### config.mk
export PLATFORM = sky130hd
export DESIGN_NAME = irq_flag_ctrl
export DESIGN_NICKNAME = d
export VERILOG_FILES = /design/src/rtl/irq_pkg.sv /design/src/rtl/irq_flag_bank.sv /design/src/rtl/irq_dma_bits.sv /design/src/rtl/irq_arbiter.sv /design/src/rtl/irq_flag_ctrl.sv
export SDC_FILE = /design/constraint.sdc
export NUM_CORES = 1
export LEC_CHECK = 0
export CORE_UTILIZATION = 40
export CTS_CLUSTER_SIZE = 40
export DETAILED_ROUTE_END_ITERATION = 8
export HOLD_SLACK_MARGIN = 0.12
export PLACE_DENSITY = 0.72
export SYNTH_ARGS = -nofsm -noshare
export SYNTH_HDL_FRONTEND = slang
export SYNTH_HIERARCHICAL = 1
export SYNTH_SLANG_ARGS = --single-unit
### constraint.sdc
create_clock -name clk_i -period 23.5 [get_ports clk_i]
set_input_delay 4.7 -clock clk_i [delete_from_list [all_inputs] [get_ports clk_i]]
set_output_delay 4.7 -clock clk_i [all_outputs]
set_load 0.01 [all_outputs]
### src/rtl/irq_pkg.sv
package irq_pkg;
  localparam int unsigned ILLEGAL_VEC = 11;

  typedef enum logic [2:0] {
    A_FLAG   = 3'd0,
    A_EN     = 3'd1,
    A_DMAREQ = 3'd2,
    A_DMAEN  = 3'd3,
    A_LVL    = 3'd4
  } reg_addr_e;
endpackage

### src/rtl/irq_flag_bank.sv
module irq_flag_bank #(
  parameter int unsigned N_SRC = 8
) (
  input  logic             clk_i,
  input  logic             rst_ni,
  input  logic [N_SRC-1:0] evt_i,
  input  logic             wr_i,
  input  logic             rw_mode_i,
  input  logic [N_SRC-1:0] wdata_i,
  output logic [N_SRC-1:0] flag_o
);
  logic [N_SRC-1:0] flag_q, flag_d;

  always_comb begin
    flag_d = flag_q;
    if (wr_i) begin
      if (rw_mode_i) flag_d = wdata_i;
      else           flag_d = flag_q & ~wdata_i;
    end
    flag_d = flag_d | evt_i;  // hardware set beats software clear
  end

  always_ff @(posedge clk_i or negedge rst_ni) begin
    if (!rst_ni) flag_q <= '0;
    else         flag_q <= flag_d;
  end

  assign flag_o = flag_q;

  p_hw_set_wins_r5: assert property (@(posedge clk_i) disable iff (!rst_ni)
    (|evt_i) |=> ((flag_o & $past(evt_i)) == $past(evt_i)));

  p_w1c_keeps_zero_r3: assert property (@(posedge clk_i) disable iff (!rst_ni)
    (wr_i && !rw_mode_i) |=>
      ((flag_o & ~$past(wdata_i)) == (($past(flag_o) | $past(evt_i)) & ~$past(wdata_i))));

  p_persist_r6: assert property (@(posedge clk_i) disable iff (!rst_ni)
    !wr_i |=> ((flag_o & $past(flag_o)) == $past(flag_o)));
endmodule

### src/rtl/irq_dma_bits.sv
module irq_dma_bits #(
  parameter int unsigned N_SRC = 8
) (
  input  logic             clk_i,
  input  logic             rst_ni,
  input  logic             wr_i,
  input  logic             rw_mode_i,
  input  logic [N_SRC-1:0] wdata_i,
  output logic [N_SRC-1:0] bits_o
);
  logic [N_SRC-1:0] bits_q;

  always_ff @(posedge clk_i or negedge rst_ni) begin
    if (!rst_ni) bits_q <= '0;
    else if (wr_i) bits_q <= rw_mode_i ? wdata_i : (bits_q | wdata_i);
  end

  assign bits_o = bits_q;

  p_set_only_no_clear_r7: assert property (@(posedge clk_i) disable iff (!rst_ni)
    (wr_i && !rw_mode_i) |=> ((bits_o & $past(bits_o)) == $past(bits_o)));

  p_rw_load_r7: assert property (@(posedge clk_i) disable iff (!rst_ni)
    (wr_i && rw_mode_i) |=> (bits_o == $past(wdata_i)));
endmodule

### src/rtl/irq_arbiter.sv
module irq_arbiter #(
  parameter int unsigned N_SRC    = 8,
  parameter int unsigned LVL_W    = 3,
  parameter int unsigned VEC_W    = 8,
  parameter int unsigned VEC_BASE = 16
) (
  input  logic [N_SRC-1:0]       pend_i,
  input  logic [N_SRC*LVL_W-1:0] lvl_i,
  input  logic [LVL_W-1:0]       cur_lvl_i,
  output logic                   valid_o,
  output logic [VEC_W-1:0]       vec_o,
  output logic [LVL_W-1:0]       lvl_o
);
  import irq_pkg::*;
  localparam int unsigned IDX_W = (N_SRC > 1) ? $clog2(N_SRC) : 1;

  logic             found;
  logic [LVL_W-1:0] best_lvl;
  logic [IDX_W-1:0] best_idx;

  always_comb begin
    found    = 1'b0;
    best_lvl = '0;
    best_idx = '0;
    for (int i = 0; i < N_SRC; i++) begin
      // strict compare keeps the lower index on ties
      if (pend_i[i] && (!found || lvl_i[i*LVL_W +: LVL_W] > best_lvl)) begin
        found    = 1'b1;
        best_lvl = lvl_i[i*LVL_W +: LVL_W];
        best_idx = IDX_W'(i);
      end
    end
  end

  assign valid_o = found && (best_lvl > cur_lvl_i);
  assign vec_o   = valid_o ? VEC_W'(VEC_BASE + int'(best_idx)) : VEC_W'(ILLEGAL_VEC);
  assign lvl_o   = valid_o ? best_lvl : '0;
endmodule

### src/rtl/irq_flag_ctrl.sv
module irq_flag_ctrl #(
  parameter int unsigned N_SRC    = 8,
  parameter int unsigned LVL_W    = 3,
  parameter int unsigned SLOT_W   = 4,
  parameter int unsigned ADDR_W   = 3,
  parameter int unsigned VEC_W    = 8,
  parameter int unsigned VEC_BASE = 16
) (
  input  logic                      clk_i,
  input  logic                      rst_ni,
  input  logic                      wr_en_i,
  input  logic [ADDR_W-1:0]         addr_i,
  input  logic [N_SRC*SLOT_W-1:0]   wdata_i,
  output logic [N_SRC*SLOT_W-1:0]   rdata_o,
  input  logic                      flag_mode_i,
  input  logic                      dma_mode_i,
  input  logic [N_SRC-1:0]          evt_i,
  input  logic [LVL_W-1:0]          cpu_lvl_i,
  output logic                      irq_o,
  output logic [VEC_W-1:0]          vec_o,
  output logic [LVL_W-1:0]          lvl_o,
  output logic [N_SRC-1:0]          dma_req_o
);
  import irq_pkg::*;
  localparam int unsigned DATA_W = N_SRC * SLOT_W;

  logic [N_SRC-1:0]       flag, en_q, dreq, den;
  logic [N_SRC*LVL_W-1:0] lvl_flat;
  logic [DATA_W-1:0]      lvl_rd;
  logic                   wr_flag, wr_en_reg, wr_dreq, wr_den, wr_lvl;
  logic                   valid, irq_q;

  assign wr_flag   = wr_en_i && (addr_i == ADDR_W'(A_FLAG));
  assign wr_en_reg = wr_en_i && (addr_i == ADDR_W'(A_EN));
  assign wr_dreq   = wr_en_i && (addr_i == ADDR_W'(A_DMAREQ));
  assign wr_den    = wr_en_i && (addr_i == ADDR_W'(A_DMAEN));
  assign wr_lvl    = wr_en_i && (addr_i == ADDR_W'(A_LVL));

  irq_flag_bank #(.N_SRC(N_SRC)) u_flags (
    .clk_i, .rst_ni, .evt_i,
    .wr_i(wr_flag), .rw_mode_i(flag_mode_i),
    .wdata_i(wdata_i[N_SRC-1:0]), .flag_o(flag)
  );

  irq_dma_bits #(.N_SRC(N_SRC)) u_dma_req (
    .clk_i, .rst_ni, .wr_i(wr_dreq), .rw_mode_i(dma_mode_i),
    .wdata_i(wdata_i[N_SRC-1:0]), .bits_o(dreq)
  );

  irq_dma_bits #(.N_SRC(N_SRC)) u_dma_en (
    .clk_i, .rst_ni, .wr_i(wr_den), .rw_mode_i(dma_mode_i),
    .wdata_i(wdata_i[N_SRC-1:0]), .bits_o(den)
  );

  assign dma_req_o = dreq & den;

  always_ff @(posedge clk_i or negedge rst_ni) begin
    if (!rst_ni)        en_q <= '0;
    else if (wr_en_reg) en_q <= wdata_i[N_SRC-1:0];
  end

  for (genvar i = 0; i < N_SRC; i++) begin : g_lvl
    logic [LVL_W-1:0] lvl_q;
    always_ff @(posedge clk_i or negedge rst_ni) begin
      if (!rst_ni)     lvl_q <= '0;
      else if (wr_lvl) lvl_q <= wdata_i[i*SLOT_W +: LVL_W];
    end
    assign lvl_flat[i*LVL_W +: LVL_W] = lvl_q;
    assign lvl_rd[i*SLOT_W +: SLOT_W] = SLOT_W'(lvl_q);
  end

  irq_arbiter #(
    .N_SRC(N_SRC), .LVL_W(LVL_W), .VEC_W(VEC_W), .VEC_BASE(VEC_BASE)
  ) u_arb (
    .pend_i(flag & en_q), .lvl_i(lvl_flat), .cur_lvl_i(cpu_lvl_i),
    .valid_o(valid), .vec_o, .lvl_o
  );

  always_ff @(posedge clk_i or negedge rst_ni) begin
    if (!rst_ni) irq_q <= 1'b0;
    else         irq_q <= valid;
  end
  assign irq_o = irq_q;

  always_comb begin
    rdata_o = '0;
    case (addr_i)
      ADDR_W'(A_FLAG):   rdata_o = DATA_W'(flag);
      ADDR_W'(A_EN):     rdata_o = DATA_W'(en_q);
      ADDR_W'(A_DMAREQ): rdata_o = DATA_W'(dreq);
      ADDR_W'(A_DMAEN):  rdata_o = DATA_W'(den);
      ADDR_W'(A_LVL):    rdata_o = lvl_rd;
      default:           rdata_o = '0;
    endcase
  end

  p_vec_pending_r8: assert property (@(posedge clk_i) disable iff (!rst_ni)
    (vec_o != VEC_W'(ILLEGAL_VEC)) |->
      ((flag & en_q) >> (vec_o - VEC_W'(VEC_BASE))) != '0 && lvl_o > cpu_lvl_i);

  p_illegal_lvl_zero_r10: assert property (@(posedge clk_i) disable iff (!rst_ni)
    (vec_o == VEC_W'(ILLEGAL_VEC)) |-> (lvl_o == '0));

  p_irq_needs_source_r9: assert property (@(posedge clk_i) disable iff (!rst_ni)
    $rose(irq_o) |-> $past((flag & en_q) != '0));

  p_dma_gate_r7: assert property (@(posedge clk_i) disable iff (!rst_ni)
    (dma_req_o & ~den) == '0);
endmodule

After elaboration in Yosys (flattened, before gate mapping)
Index checks and enable logic that the tools add are counted.
{"block": "totals", "out_inout_bits": 52, "inputBits": 51, "wordCells": 91, "ff_bits": 57}
{"block": "classes", "n_reduce_logical": 28, "n_mux": 30, "add_sub_neg": 1, "magnitude_cmp": 8, "eq_ne": 4, "bitwise_logic": 7}
{"cell": "one-hot mux 31 bit (5 select lines)", "count": 1}
{"cell": "two-way mux 8 bit", "count": 5}
{"cell": "two-way mux 3 bit", "count": 13}
{"cell": "bitwise AND 8 bit", "count": 3}
{"cell": "> comparator 3 bit", "count": 8}
{"cell": "OR 8 bit", "count": 3}
{"cell": "logical AND 1 bit", "count": 13}
{"cell": "two-way mux 1 bit", "count": 9}
{"cell": "inverter 8 bit", "count": 1}
{"cell": "zero test 1 bit", "count": 7}
{"cell": "logical OR 1 bit", "count": 7}
{"cell": "adder 5 x 3 -> 6 bit, first input constant", "count": 1}
{"cell": "== test 3 x 2 -> 1 bit, second input constant", "count": 2}
{"cell": "two-way mux 2 bit", "count": 2}
{"cell": "== test 3 x 1 -> 1 bit, second input constant", "count": 1}
{"cell": "== test 3 bit, second input constant", "count": 1}
{"cell": "zero test 3 bit", "count": 1}

Longest topological paths before layout
{"block": "logic_depth", "ltp_word": 33, "ltp_mapped": 55, "mapped_depth_nobuf": 53}

Hierarchy
The synthesis kept the hierarchy.
{"module": "irq_flag_ctrl", "seq_area_each_um2": 825.8, "n_inst": 1, "area_per_inst_um2": 2011.9, "cells_per_inst": 156}
{"module": "irq_arbiter", "seq_area_each_um2": 0.0, "n_inst": 1, "area_per_inst_um2": 1310.0, "cells_per_inst": 179}
{"module": "irq_dma_bits", "seq_area_each_um2": 200.2, "n_inst": 2, "area_per_inst_um2": 292.8, "cells_per_inst": 18}
{"module": "irq_flag_bank", "seq_area_each_um2": 200.2, "n_inst": 1, "area_per_inst_um2": 341.6, "cells_per_inst": 26}

Least setup slack after synthesis
Ideal clock, no wire load.
{"block": "synth_path", "kind": "register to output", "startpoint": "reg u_flags.flag_q[0] (netlist: u_flags/flag_o[0])", "endpoint": "out lvl_o[0]", "n_path_buf": 2, "t_required_ns": 18.800, "arrival_time_ns": 9.861, "setup_slack_ns": 8.939, "path_stages_with_launch": 56, "cell_sequence": "dfrtp_1 and2_1 buf_6 nand2_1 ha_1 and3b_1 o21a_1 a21oi_1 nor2_1 ha_1 and3_1 a21oi_1 o21a_1 o31ai_1 ha_1 a21oi_1 a32oi_1 o21ai_0 [... 20 more ...] a32oi_1 o21ai_1 a31oi_1 ha_1 nor2b_1 o21ai_0 a32oi_1 o21ai_1 mux2i_1 o31ai_1 ha_1 nor2b_1 o21ai_0 nand2b_1 o311ai_4 inv_2 and3_4 a32o_1"}
{"block": "synth_between", "elab_chain_cells": 33, "word_cells_on_any_way": 48, "cone_classes": "order compare (8); mux (17); bitwise (1); reduce/logical (22)"}
{"item": "start: declaration", "line_no": "irq_flag_bank.sv:12", "rtl": "logic [N_SRC-1:0] flag_q, flag_d;"}
{"item": "start signal: assignment", "line_no": "irq_flag_bank.sv:25", "rtl": "else flag_q <= flag_d;"}
{"item": "bitwise AND 8 bit (*)", "line_no": "irq_flag_ctrl.sv:75", "rtl": ".pend_i(flag & en_q), .lvl_i(lvl_flat), .cur_lvl_i(cpu_lvl_i),"}
{"item": "two-way mux 3 bit or two-way mux 1 bit (tied branches)", "line_no": "irq_arbiter.sv:27", "rtl": "if (pend_i[i] && (!found || lvl_i[i*LVL_W +: LVL_W] > best_lvl)) begin"}
{"item": "> comparator 3 bit or zero test 1 bit (tied branches)", "line_no": "irq_arbiter.sv:27"}
{"item": "logical OR 1 bit", "line_no": "irq_arbiter.sv:27"}
{"item": "logical AND 1 bit", "line_no": "irq_arbiter.sv:27"}
{"item": "two-way mux 3 bit or two-way mux 1 bit (tied branches)", "line_no": "irq_arbiter.sv:27"}
{"item": "> comparator 3 bit or zero test 1 bit (tied branches)", "line_no": "irq_arbiter.sv:27"}
{"item": "logical OR 1 bit", "line_no": "irq_arbiter.sv:27"}
{"item": "[... 18 more ...]"}
{"item": "> comparator 3 bit or zero test 1 bit (tied branches)", "line_no": "irq_arbiter.sv:27"}
{"item": "logical OR 1 bit", "line_no": "irq_arbiter.sv:27"}
{"item": "logical AND 1 bit", "line_no": "irq_arbiter.sv:27"}
{"item": "two-way mux 3 bit", "line_no": "irq_arbiter.sv:27"}
{"item": "> comparator 3 bit", "line_no": "irq_arbiter.sv:35", "rtl": "assign valid_o = found && (best_lvl > cur_lvl_i);"}
{"item": "logical AND 1 bit (*)", "line_no": "irq_arbiter.sv:35"}
{"item": "named net valid", "line_no": "irq_flag_ctrl.sv:31", "rtl": "logic valid, irq_q;"}
{"item": "two-way mux 3 bit (*)", "line_no": "irq_arbiter.sv:37", "rtl": "assign lvl_o = valid_o ? best_lvl : '0;"}
{"item": "end: declaration", "line_no": "irq_flag_ctrl.sv:21", "rtl": "output logic [LVL_W-1:0] lvl_o,"}
Mark *: on every way through the listed nets, which the timed path passes. The rest lies on a longest branch.

Final worst setup path
{"block": "layout_path", "startpoint": "reg u_flags.flag_q[0] (netlist: u_flags/flag_o[0])", "endpoint": "out lvl_o[1]"}
{"block": "layout_between", "elab_chain_cells": 33, "word_cells_on_any_way": 48, "cone_classes": "order compare (8); mux (17); bitwise (1); reduce/logical (22)"}
{"item": "bitwise AND 8 bit (*)", "line_no": "irq_flag_ctrl.sv:75"}
{"item": "two-way mux 3 bit or two-way mux 1 bit (tied branches)", "line_no": "irq_arbiter.sv:27"}
{"item": "> comparator 3 bit or zero test 1 bit (tied branches)", "line_no": "irq_arbiter.sv:27"}
{"item": "logical OR 1 bit", "line_no": "irq_arbiter.sv:27"}
{"item": "logical AND 1 bit", "line_no": "irq_arbiter.sv:27"}
{"item": "two-way mux 3 bit or two-way mux 1 bit (tied branches)", "line_no": "irq_arbiter.sv:27"}
{"item": "> comparator 3 bit or zero test 1 bit (tied branches)", "line_no": "irq_arbiter.sv:27"}
{"item": "logical OR 1 bit", "line_no": "irq_arbiter.sv:27"}
{"item": "[... 17 more ...]"}
{"item": "two-way mux 3 bit or two-way mux 1 bit (tied branches)", "line_no": "irq_arbiter.sv:27"}
{"item": "> comparator 3 bit or zero test 1 bit (tied branches)", "line_no": "irq_arbiter.sv:27"}
{"item": "logical OR 1 bit", "line_no": "irq_arbiter.sv:27"}
{"item": "logical AND 1 bit", "line_no": "irq_arbiter.sv:27"}
{"item": "two-way mux 3 bit", "line_no": "irq_arbiter.sv:27"}
{"item": "> comparator 3 bit", "line_no": "irq_arbiter.sv:35"}
{"item": "logical AND 1 bit", "line_no": "irq_arbiter.sv:35"}
{"item": "two-way mux 3 bit (*)", "line_no": "irq_arbiter.sv:37"}
Every way passes the cells marked *; elsewhere a longest branch is shown, timed or not.

==> summary.md <==
| Metric | Value |
|---|---|
| Max stage delay cell, worst path | a32oi_1 |
| Delay of the slowest critical-path stage | roughly 0.95 ns |
| Worst Max-Slew Pin Slew | 1.18 ns |
| Clock Path Buffers | 2 |
| Synth cell count leaders | dfrtp_1 (57), and2_1 (39), ha_1 (24) |
| # diodes | 0 |
| CTS buffer count | 9 |
| Max Cap Violations | 0 |
| Final Hold Viols | 0 |
| Data arrival, critical path | between 10 and 15 ns |
| Initial Utilization | around two fifths |
| Most frequent cell after synthesis | dfrtp_1 |
| Switch share | between 40 and 50% |
| Mux contribution to synthesized area | between 10% and 20% |
| Synth Area per Inst | roughly 11 µm² |
| Setup Viol. Count Final | 0 |
| Port bufs | between 80 and 90 |
| Met2 usage | between 30% and 40% |
| Setup crit start | u_flags/flag_o[0] |
| # rows | 37 |
| Clock slew at reported path FFs | about 0.090 ns |
| Skew final | around 0.014 ns |
| FF-to-FF Start | u_flags/flag_o[0] |
| Synth Area in XOR/XNOR | 0% |
| Seq/Total Area, Yosys | around a third |
| Gr busiest metal | met2 |
| Post-route ant nets | 0 |
| Hold buffer count at cts | 0 |
| Cell taking the most area after synthesis | dfrtp_1 |
| Placed wire-length estimate | 7.75 mm |
| DR vias/cell | ~5.5 |
| Global-route wire length before repair | 17.3 mm |
| Post-CTS Setup Bufs | 0 |
| Detailed-route DRC error count | 0 |
| Yosys reg bits | 57 |
| Clock root buffer | clkbuf_8 |
| Pre-antenna DRT Iters | 4 |
| Met1 Use GR | ~28% |
| HP Class | reg -> reg |
| Required @ worst endpoint | 18.80 ns |
| Power Internal | 0.000414 W |
| VDD IR-drop max | 0.000140 V |
| Die Wd | between 100 and 150 µm |
| Post-synthesis compound-gate area fraction | 18.8% |
| Final Power | approximately 0.00073 W |
| Layout area overhead | 25.0% |
| Max Clk Rate | 56.2 MHz |
| DRT Wirelength | about 10 mm |
| Crit end category | primary output |
| PwrDens | roughly 140 nW/µm² |
| Clock network fraction of total power | between 10% and 20% |
| Overall Global Routing Usage | 19.8% |
| Post-synth ARST share | 100% |
| Setup CP Type | reg -> out |
| HP Start | u_dma_en/bits_o[3] |
| DP Area | between 5000 and 6000 µm² |
| Reg2reg path depth | 51 |
| Worst rel slew slack | about a fifth |
| Top_reg_cell synth | dfrtp_1 |
| Sequential cell area | between 1000 and 1500 µm² |
| Syn Inst Count | slightly below 400 |
| Slew Viols, Final | 0 |
| Startpoint types | register |
| Core area | a little over 10,000 µm² |
| Fin Setup TNS | 0 ns |
| Post-route minimum period | roughly 18 ns |
| Share of power burned in registers | 18.7% |
| Simple-gate share of the synthesized area | between 10% and 20% |
| Number of warnings issued by yosys | 6 |
| Share of cells above drive strength 1 | about 16% |
| Non-Filler Cell Area, Final | roughly 5300 µm² |
| Area occupied by multi-input gates | about 2500 µm² |
| Met3 Use GR | under 10% |
| Crit path top cell by count | ha_1 |
| Reg2reg setup slack | about 12 ns |
| Post-DR wirelength/cell | approximately 17 µm |
| RSZ-0062 raised after global routing | no |
| Crit path max fanout | 13 |
| Final period util | around three quarters |
| Status | finished clean |
| Largest net degree at the start of global routing | 58 |
| Vias in the first global route | 3,446 |
| Routability Congestion | a little under 0.9 |
| Via count | between 3,000 and 4,000 |
| CP endpoint | lvl_o[1] |
| CTS tree | built |
| First-iteration detailed-routing DRC count | 190 |
| Synth cell types | 62 |
| Die H | roughly 110 µm |
| Post-CTS sizing | 0 |
| Reg2reg end | irq_o |
| Synth top area share | between 30% and 40% |
| Global route overflow | 0 |
| Clock Latency Late Sink | approximately 0.35 ns |
| Adder-cell share of the synthesized area | under 10% |
| Initial antenna violation count | 0 |
| Comb pwr share | between 60% and 70% |
| Largest family of logic cells by synthesized area | compound AO/OA/AOI/OAI gates |
| Die area | 11,000 µm² |
| EDFF count, synth | 0 |
| Post-synthesis cell area | around 4200 µm² |
| Psw | 0.000312 W |
| Final net count | about 560 |
| # clock sinks | 57 |
| Filler cells | between 900 and 1,000 |
| CTS H-tree depth | 3 |
| Pleak | roughly 2.3 nW |
| # IOs | between 100 and 150 |
| Top cells by area, synth | dfrtp_1 (34%), ha_1 (7.1%), mux2_4 (7.1%) |
[worst max-delay path: cells and delay by family (launching register included)]
| kind | cells | cell delay (ns) |
|---|---|---|
| AOI/OAI and AO/OA | 25 | 5.88 |
| and+or+nand+nor | 17 | 2.60 |
| adders and majority gates | 8 | 2.33 |
| buffers and inverters | 2 | 0.76 |
| muxes | 2 | 0.75 |
| DFF | 1 | 0.37 |
[worst min path at each step]
stage                               end  slack, ns  depth (start not counted)
global route        u_dma_req/bits_o[1]       0.54                          1
global placement     u_dma_en/bits_o[7]       0.49                          1
floorplan            u_dma_en/bits_o[2]       0.47                          1
detailed placement   u_dma_en/bits_o[7]       0.50                          1
finish               u_dma_en/bits_o[3]       0.53                          1
CTS                  u_dma_en/bits_o[3]       0.52                          1
[metal layers]
layer	share of wire (%)	up-vias
met5	0	-
met4	1.4	0
met3	5.7	12
met2	45	119
met1	48	1663
li1	-	1641
[placed cells by master, fill, tap and decap left out, drive strengths merged, types with 2 or more instances in the layout]
cell type,n
nor4bb,2
nand3b,2
and2,40
nor2b,10
nand3,6
and4,2
ha,24
o31ai,5
clkdlybuf4s50,86
and3,2
buf,6
mux2i,11
nor2,12
nand2,23
a32o,2
clkinv,2
mux2,39
o311ai,3
o211a,3
o211ai,6
nand2b,4
o21ai,25
a21oi,8
inv,20
a221o,12
o32ai,2
conb,9
o21a,6
a22o,16
clkbuf,9
nor3b,2
dfrtp,57
mux4,3
a32oi,5
a31oi,5
nor4b,2
nand4,2
[flip-flops by register name (all words and copies together) (netlist names)]
register,count
g_lvl.lvl_q,24
en_q,8
u_dma_en/bits_o,8
u_dma_req/bits_o,8
u_flags/flag_o,8
irq_o,1
[final cells by class]
type	instances	area share [%]
Multi-Input combinational cell	303	48.0
Tap cell	136	3.20
Sequential cell	57	26.8
Clock buffer	9	2.33
Timing Repair Buffer	92	17.0
Clock inverter	7	1.46
Inverter	17	1.20
[power groups by stage]
stage	logic, W	clock network [W]	registers, W
detailed placement	0.000486	0	0.000138
CTS	0.000490	0.0000980	0.000136
global placement	0.000472	0	0.000137
finish	0.000493	0.0000967	0.000136
floorplan	0.000337	0	0.000131
global route	0.000543	0.000102	0.000139
[logic make-up (layout without fill, tap and decap cells)]
kind of cell | after synthesis | after routing
mux | 53 | 53
other cells | 2 | 9
fa+ha+maj | 24 | 24
flops | 57 | 57
compound gates | 104 | 104
simple gates | 113 | 113
buf+inv | 44 | 125
[through the flow]
stage	worst slack, ns	std cells	util (%)	hold slack [ns]
final	5.72	621	51.5	0.527
after global routing	4.57	621	51.5	0.539
after CTS	5.89	621	51.5	0.522
after detailed placement	6.37	605	49.5	0.503
after global placement	6.75	605	49.5	0.490
after floorplan	8.94	404	-	0.471
(Power assumes the default switching activity.)
